$ cat src/rtl/sec_rtc_pkg.sv
package sec_rtc_pkg;

  // Word offsets within the register window (address bits 4:2).
  typedef enum logic [2:0] {
    REG_COUNT = 3'd0,
    REG_MATCH = 3'd1,
    REG_LOAD  = 3'd2,
    REG_CTRL  = 3'd3,
    REG_MASK  = 3'd4,
    REG_RAW   = 3'd5,
    REG_MIS   = 3'd6,
    REG_CLR   = 3'd7
  } regSel_e;

  // Strobes from the control to the datapath.
  typedef struct packed {
    logic loadCount;
    logic writeMatch;
    logic writeLoadReg;
    logic writeMask;
    logic clearRaw;
  } dpStrobe_t;

  localparam int ID_COUNT = 8;

  function automatic logic [7:0] idByte(input logic [2:0] idx);
    logic [7:0] b;
    case (idx)
      3'd0: b = 8'h31;
      3'd1: b = 8'h10;
      3'd2: b = 8'h14;
      3'd3: b = 8'h00;
      3'd4: b = 8'h0D;
      3'd5: b = 8'hF0;
      3'd6: b = 8'h05;
      default: b = 8'hB1;
    endcase
    return b;
  endfunction

endpackage

$ cat src/rtl/sec_rtc_prescaler.sv
module sec_rtc_prescaler #(
  parameter int DIV = 32768
) (
  input  logic clk,
  input  logic rstN,
  input  logic restart,
  output logic tick
);

  generate
    if (DIV <= 1) begin : g_passthru
      assign tick = !restart;
    end else begin : g_divide
      localparam int CW = $clog2(DIV);
      localparam logic [CW-1:0] LAST = CW'(DIV - 1);
      logic [CW-1:0] phase;

      always_ff @(posedge clk or negedge rstN) begin
        if (!rstN) begin
          phase <= '0;
        end else if (restart || phase == LAST) begin
          phase <= '0;
        end else begin
          phase <= phase + 1'b1;
        end
      end

      assign tick = (phase == LAST) && !restart;
    end
  endgenerate

endmodule

$ cat src/rtl/sec_rtc_datapath.sv
module sec_rtc_datapath
  import sec_rtc_pkg::*;
#(
  parameter int DATA_W      = 32,
  parameter int CLK_PER_SEC = 32768
) (
  input  logic              clk,
  input  logic              rstN,
  input  dpStrobe_t         strb,
  input  logic [DATA_W-1:0] wdata,
  output logic [DATA_W-1:0] countVal,
  output logic [DATA_W-1:0] matchVal,
  output logic [DATA_W-1:0] loadVal,
  output logic              maskBit,
  output logic              rawBit
);

  logic              secTick;
  logic [DATA_W-1:0] countNext;
  logic [DATA_W-1:0] matchNext;
  logic              alarmEvent;
  logic              alarmHit;

  sec_rtc_prescaler #(.DIV(CLK_PER_SEC)) u_presc (
    .clk     (clk),
    .rstN    (rstN),
    .restart (strb.loadCount),
    .tick    (secTick)
  );

  always_comb begin
    if (strb.loadCount) begin
      countNext = wdata;
    end else if (secTick) begin
      countNext = countVal + 1'b1;
    end else begin
      countNext = countVal;
    end
    matchNext  = strb.writeMatch ? wdata : matchVal;
    alarmEvent = strb.loadCount || strb.writeMatch || secTick;
    alarmHit   = alarmEvent && (countNext == matchNext);
  end

  always_ff @(posedge clk or negedge rstN) begin
    if (!rstN) begin
      countVal <= '0;
      matchVal <= '0;
      loadVal  <= '0;
      maskBit  <= 1'b0;
      rawBit   <= 1'b0;
    end else begin
      countVal <= countNext;
      matchVal <= matchNext;
      if (strb.writeLoadReg) loadVal <= wdata;
      if (strb.writeMask)    maskBit <= wdata[0];
      if (alarmHit)           rawBit <= 1'b1;
      else if (strb.clearRaw) rawBit <= 1'b0;
    end
  end

endmodule

$ cat src/rtl/sec_rtc_ctrl.sv
module sec_rtc_ctrl
  import sec_rtc_pkg::*;
#(
  parameter int ADDR_W = 12,
  parameter int DATA_W = 32
) (
  input  logic              clk,
  input  logic              rstN,
  input  logic              accValid,
  input  logic              accWrite,
  input  logic [ADDR_W-1:0] accAddr,
  input  logic [DATA_W-1:0] countVal,
  input  logic [DATA_W-1:0] matchVal,
  input  logic [DATA_W-1:0] loadVal,
  input  logic              maskBit,
  input  logic              rawBit,
  output dpStrobe_t         strb,
  output logic [DATA_W-1:0] accRdata
);

  localparam int HI_W = ADDR_W - 5;

  logic              inRegs;
  logic              inIdBlock;
  regSel_e           sel;
  logic              wrHit;
  logic [DATA_W-1:0] readMux;

  assign inRegs    = (accAddr[ADDR_W-1:5] == HI_W'(0));
  assign inIdBlock = (accAddr[ADDR_W-1:5] == {HI_W{1'b1}});
  assign sel       = regSel_e'(accAddr[4:2]);
  assign wrHit     = accValid && accWrite && inRegs;

  always_comb begin
    strb              = '0;
    strb.loadCount    = wrHit && (sel == REG_LOAD);
    strb.writeLoadReg = wrHit && (sel == REG_LOAD);
    strb.writeMatch   = wrHit && (sel == REG_MATCH);
    strb.writeMask    = wrHit && (sel == REG_MASK);
    strb.clearRaw     = wrHit && (sel == REG_CLR);
  end

  always_comb begin
    readMux = '0;
    if (inIdBlock) begin
      readMux = DATA_W'(idByte(accAddr[4:2]));
    end else if (inRegs) begin
      case (sel)
        REG_COUNT: readMux = countVal;
        REG_MATCH: readMux = matchVal;
        REG_LOAD:  readMux = loadVal;
        REG_CTRL:  readMux = DATA_W'(1);
        REG_MASK:  readMux = DATA_W'(maskBit);
        REG_RAW:   readMux = DATA_W'(rawBit);
        REG_MIS:   readMux = DATA_W'(rawBit & maskBit);
        default:   readMux = '0;
      endcase
    end
  end

  always_ff @(posedge clk or negedge rstN) begin
    if (!rstN) begin
      accRdata <= '0;
    end else if (accValid && !accWrite) begin
      accRdata <= readMux;
    end
  end

endmodule

$ cat src/rtl/sec_alarm_rtc.sv
module sec_alarm_rtc
  import sec_rtc_pkg::*;
#(
  parameter int ADDR_W      = 12,
  parameter int DATA_W      = 32,
  parameter int CLK_PER_SEC = 32768
) (
  input  logic              clk,
  input  logic              rstN,
  input  logic              accValid,
  input  logic              accWrite,
  input  logic [ADDR_W-1:0] accAddr,
  input  logic [DATA_W-1:0] accWdata,
  output logic [DATA_W-1:0] accRdata,
  output logic              irqOut
);

  dpStrobe_t         strb;
  logic [DATA_W-1:0] countVal;
  logic [DATA_W-1:0] matchVal;
  logic [DATA_W-1:0] loadVal;
  logic              maskBit;
  logic              rawBit;

  sec_rtc_ctrl #(.ADDR_W(ADDR_W), .DATA_W(DATA_W)) u_ctrl (
    .clk      (clk),
    .rstN     (rstN),
    .accValid (accValid),
    .accWrite (accWrite),
    .accAddr  (accAddr),
    .countVal (countVal),
    .matchVal (matchVal),
    .loadVal  (loadVal),
    .maskBit  (maskBit),
    .rawBit   (rawBit),
    .strb     (strb),
    .accRdata (accRdata)
  );

  sec_rtc_datapath #(.DATA_W(DATA_W), .CLK_PER_SEC(CLK_PER_SEC)) u_dp (
    .clk      (clk),
    .rstN     (rstN),
    .strb     (strb),
    .wdata    (accWdata),
    .countVal (countVal),
    .matchVal (matchVal),
    .loadVal  (loadVal),
    .maskBit  (maskBit),
    .rawBit   (rawBit)
  );

  assign irqOut = rawBit & maskBit;

endmodule

$ cat config.mk
export PLATFORM = sky130hd
export DESIGN_NAME = sec_alarm_rtc
export DESIGN_NICKNAME = d
export VERILOG_FILES = /design/src/rtl/sec_rtc_pkg.sv /design/src/rtl/sec_rtc_prescaler.sv /design/src/rtl/sec_rtc_datapath.sv /design/src/rtl/sec_rtc_ctrl.sv /design/src/rtl/sec_alarm_rtc.sv
export SDC_FILE = /design/constraint.sdc
export NUM_CORES = 1
export LEC_CHECK = 0
export ABC_AREA = 0
export BUFFER_PORTS_ARGS = -buffer_cell sky130_fd_sc_hd__buf_2
export CAP_MARGIN = 25
export CORE_MARGIN = 1
export CORE_UTILIZATION = 36
export CTS_CLUSTER_SIZE = 30
export DETAILED_ROUTE_END_ITERATION = 12
export GPL_ROUTABILITY_DRIVEN = 0
export HOLD_SLACK_MARGIN = 0.1
export SETUP_SLACK_MARGIN = 0.15
export SLEW_MARGIN = 25
export SYNTH_ARGS = -nofsm -noshare
export SYNTH_HDL_FRONTEND = slang
export SYNTH_SLANG_ARGS = --single-unit
$ cat constraint.sdc
create_clock -name clk -period 5.8 [get_ports clk]
set_input_delay 0.58 -clock clk [delete_from_list [all_inputs] [get_ports clk]]
set_output_delay 0.58 -clock clk [all_outputs]
set_load 0.005 [all_outputs]
Word-level counts from Yosys, hierarchy flattened
Index checks and enable logic that the tools add are counted.

Register bits: 145. Bits of input ports: 48. Logic and storage cells: 48.

Add/sub/neg operators: 2. Eq/ne operators: 10. Muxes and demuxes: 10. Bitwise logic cells: 2. Reductions and logical operators: 17.

Operators by type and width (number): $pmux W32 S7 (1); $mux W32 (5); $pmux W8 S7 (1); $add A32 B1 Y32 const B (1); $eq A32 B32 Y1 (1); $add A15 B1 Y15 const B (1); $eq A15 B15 Y1 const B (1); $mux W15 (1); $eq A3 B3 Y1 const B (4); $logic_and A1 B1 Y1 (9); $eq A7 B7 Y1 const B (1); $logic_not A7 Y1 (1); $eq A3 B2 Y1 const B (2); $eq A3 B1 Y1 const B (1); $logic_not A3 Y1 (1); $logic_or A1 B1 Y1 (3); $and A1 B1 Y1 (2); $logic_not A1 Y1 (2); $mux W1 (2); $reduce_bool A2 Y1 (1).

Longest topological paths before layout
Depth after elaboration: 10. Mapped depth: 12. Depth with buffers taken out: 10.

Modules after synthesis
A second synthesis with hierarchy kept.

Cells, all modules: 776. Area total of the unflattened synthesis: 7838.8 µm².

By module, submodules not included: sec_rtc_datapath (times used 1, cells each 449, area each 5038.6 µm², seq. area each 2452.4 µm²); sec_rtc_ctrl (times used 1, cells each 256, area each 2058.2 µm², seq. area each 800.8 µm²); sec_rtc_prescaler (times used 1, cells each 70, area each 735.7 µm², seq. area each 375.4 µm²); sec_alarm_rtc (times used 1, cells each 1, area each 6.3 µm², seq. area each 0.0 µm²).

Worst setup path after synthesis
OpenSTA, ideal clock, no wires.

Path type: reg2reg. Start: reg u_dp.u_presc.g_divide.phase[0]. End: reg u_dp.rawBit. Library setup time: 0.076 ns. Arrival: 2.663 ns. Data required time: 5.724 ns. Slack: 3.060 ns. Stages on the path, launching flop included: 12. Cells stage by stage: dfrtp_1 -> ha_1 -> nand3_2 -> or4_4 -> buf_6 -> nor4_1 -> xnor2_1 -> xor2_1 -> nand3_1 -> a311oi_1 -> nand4_1 -> o21ai_1.

Cells in the longest elaborated chain, start to end: 7. Elaborated cells between the ends (all ways): 9. Classes of those cells: eq/ne: 2; mux: 3; reduce/logical: 4.

RTL lines: from (decl) (RTL line sec_rtc_prescaler.sv:16) `logic [CW-1:0] phase;`; from (signal assigned) (RTL line sec_rtc_prescaler.sv:24) `phase <= phase + 1'b1;`; $eq A15 B15 Y1 (*) (RTL line sec_rtc_prescaler.sv:28) `assign tick = (phase == LAST) && !restart;`; $logic_and A1 B1 Y1 (*) (RTL line sec_rtc_prescaler.sv:28); $mux W32 (RTL line sec_rtc_datapath.sv:34) `end else if (secTick) begin`; $mux W32 (RTL line sec_rtc_datapath.sv:32) `if (strb.loadCount) begin`; $eq A32 B32 Y1 (RTL line sec_rtc_datapath.sv:41) `alarmHit = alarmEvent && (countNext == matchNext);`; $logic_and A1 B1 Y1 (*) (RTL line sec_rtc_datapath.sv:41); $mux W1 or $reduce_bool A2 Y1 (tied branches); to (signal assigned) (RTL line sec_rtc_datapath.sv:50) `rawBit <= 1'b0;`; to (signal assigned) (RTL line sec_rtc_datapath.sv:56) `if (alarmHit) rawBit <= 1'b1;`; to (signal assigned) (RTL line sec_rtc_datapath.sv:57) `else if (strb.clearRaw) rawBit <= 1'b0;`; to (decl) (RTL line sec_rtc_datapath.sv:15) `output logic rawBit`.

Every way passes the cells marked *; elsewhere a longest branch is shown, timed or not. A chain may end at the register's enable or synchronous reset.

Worst setup path after layout
Start: in accAddr[3]. End: reg u_dp.rawBit.

Cells in the longest elaborated chain, start to end: 9. Elaborated cells between the ends (all ways): 17. Classes of those cells: eq/ne: 4; mux: 4; reduce/logical: 9.

RTL lines: from (decl) (RTL line sec_alarm_rtc.sv:12) `input logic [ADDR_W-1:0] accAddr,`; $eq A3 B2 Y1 (RTL line sec_rtc_ctrl.sv:36) `strb.loadCount = wrHit && (sel == REG_LOAD);`; $logic_and A1 B1 Y1 (RTL line sec_rtc_ctrl.sv:36); $logic_not A1 Y1 (RTL line sec_rtc_prescaler.sv:28); $logic_and A1 B1 Y1 (RTL line sec_rtc_prescaler.sv:28); $mux W32 (RTL line sec_rtc_datapath.sv:34); $mux W32 (RTL line sec_rtc_datapath.sv:32); $eq A32 B32 Y1 (RTL line sec_rtc_datapath.sv:41); $logic_and A1 B1 Y1 (RTL line sec_rtc_datapath.sv:41); $mux W1 or $reduce_bool A2 Y1 (tied branches).

Several ways; a longest one is shown, not always the timed one.

==> flow_summary.toml <==
[timing]
max_slew_margin_pct = 41.9
drv_slew = 0
worstMarginPinSlew_ps = 871
finalSetupViolCount = 0
max_freq_mhz = 268
tns_ps = 0
hold_violations = 0
rsz0062_at_grt = "false"
worst_slack_ps = 2070
layout_min_cycle_time_ps = 3730
period_share_pct = 64.4
finClkSkew_ps = 6.22

[power_and_ir_drop]
leakagePower_uw = 0.00437
irDropWorstVdd_mv = 0.171
p_per_area_nw_per_um2 = 259
power_uw = 2360

[cells_and_area]
drive_above_1_share_pct = 14.9
fillers = 2089
area_growth_pct = 15.3
final_util_pct = 42.8
final_cell_area_um2 = 9100
multi_input_area_um2 = 4030
register_area_um2 = 3630
layout.nets = 993

[route]
vias_per_cell = 5.46
drcViolationCount = 0
finalWirelength_mm = 22.7
vias = 6716
detail-route-antenna-nets = 0
drt-initial-drc-count = 518
dr.pass1.iters = 5
post_drt_wl_per_cell_um = 18.5

[clock_network]
cts_made_buffers = 17
clk_latency_ps = 430
cts_tree = "built"
cts-root-buf = "clkbuf_16"
cts_buffer_depth = 2
postCtsResizedCells = 0
cts_sinks = 145
htree_levels = 4
postCtsSetupBuffers = 0
postCtsHoldBufs = 0
path_clk_slew_ps = 60

[synthesis]
synth_edf_count = 0
mappedNetlistNets = 935
ys_seq_elements = 145
synth_area_per_cell_um2 = 8.92
synthArstFlopShare_pct = 100
synthCells = 885
seq_area_frac_synth_pct = 46.0
synth_top_area_share_pct = 46.0
synth_area_um2 = 7900
yosysMostFrequentCell = "nand2_1"
yosysTopAreaCell = "dfrtp_1"
synth_top_flop_cell = "dfrtp_1"
synthTopCellsByArea = "dfrtp_1, nand2_1, mux2i_1, xnor2_1, xor2_1"
ys_types = 65
yosys-top-cells-count = "nand2_1, dfrtp_1, nor2_1"
yosys_warnings = 0

[global_routing]
antenna_found_initial = 2
grt_pass1_vias = 6677
grt_usage_pct = 21.5
grt_pass1_wl_mm = 36.8
overflow = 0
grt_max_degree = 93

[worst_setup_path]
arrival_ps = 4090
worstSetupStartpointType = "primary input"
cp-end-kind = "register"
cp.required_ps = 6160
crit_type = "primary input to register"
critPathMaxFanout = 44

[place]
postPlaceCellArea_um2 = 8530
dp_slack_ps = 1770
io_buffers = 78
place.detailed.hpwl_mm = 15.2

[floorplanning]
die_y_um = 150
rows = 53
ioPinCount = 81
die_area_um2 = 22500
dieWidth_um = 150
start_util_pct = 37.1
fp.coreArea_um2 = 21300

[outcome]
status = "finished, final reports clean"

[flow_run]
maxCapViolCount = 0

[hold_path]
hold_path_class = "primary input to async pin"
-- worst max-delay path, stage by stage --
cell	delay [ps]
buf_2	660
nor2b_2	300
buf_4	430
and4_1	250
buf_4	460
o21bai_1	200
xnor2_1	170
nor4_1	620
nand4_1	240
o21ai_1	170
-- layout by cell type (no fill, tap or decap), types with 5 or more instances in the layout --
cell type and instances:
a211oi_1 7, a21oi_1 26, a221o_1 6, a22o_1 26, and2_1 6, and3_1 12, and4_1 10, buf_2 77
buf_4 13, clkbuf_16 17, dfrtp_1 145, inv_1 11, mux2i_1 34, nand2_1 230, nand3_1 20, nand4_1 27
nor2_1 63, nor3_1 8, nor4_1 17, o211a_1 5, o21ai_0 45, o22ai_1 5, xnor2_1 33, xor2_1 30
-- worst paths after layout --
path | start | endpoint | slack (ps) | cells after the start
worst max-delay path | accAddr[3] | u_dp.rawBit | 2070 | 10
worst min-delay path | rstN | u_ctrl.accRdata[15] | 230 | 1
worst max register to register | u_dp.u_presc.g_divide.phase[0] | u_dp.rawBit | 2110 | 10
worst min register to register | u_dp.loadVal[10] | u_dp.loadVal[10] | 460 | 2
max in group asynchronous | rstN | u_dp.loadVal[31] | 4300 | 2
min in group clk | accWdata[26] | u_dp.loadVal[26] | 380 | 3
-- sequential cells by signal (all words and copies together) (netlist names) --
| name | count |
|---|---|
| u_dp.maskBit | 1 |
| u_dp.u_presc.g_divide.phase | 15 |
| u_dp.matchVal | 32 |
| u_dp.rawBit | 1 |
| u_ctrl.accRdata | 32 |
| u_dp.loadVal | 32 |
| u_dp.countVal | 32 |
-- layer usage --
metal / track usage (%) / wire [um] / vias to the layer above
met5: 0 / 12 / -
met4: 6.82 / 342 / 2
met3: 4.97 / 1210 / 28
met2: 33.0 / 10300 / 174
met1: 29.9 / 10900 / 3299
li1: - / - / 3213
-- report_power, final --
group / switching [uW] / internal [uW] / leakage (uW)
registers: 40.0 / 1040 / 0.00184
logic: 119 / 67.0 / 0.00226
clock network: 444 / 649 / 0.000274
-- final cells by class --
class                      instances  area share (%)
antenna                            1          0.0275
clock buffer                      20            5.02
clock inverter                    10            1.22
inverter                          11           0.454
multi-input combinational        677            44.2
sequential                       145            39.9
tap                              275            3.78
timing repair buffer              91            5.43
-- cell families (layout without fill, tap and decap cells) --
logic type      Yosys count  count (layout)  synth area share (%)
compound gates          149             149                  12.7
xor+xnor                 64              64                  7.27
fa+ha+maj                 2               2                 0.317
buf+inv                  63             132                  3.26
flops                   145             145                  46.0
mux                      38              38                  4.88
other cells               0               1                     0
simple gates            424             424                  25.6
-- metrics by stage --
stage                     hold slack [ps]  std cells
after global routing                  295       1229
after floorplan                       284        885
after global placement                450       1199
after detailed placement              455       1199
final                                 226       1230
after CTS                             280       1229
Note: power is estimated with default switching activity, not from simulation.
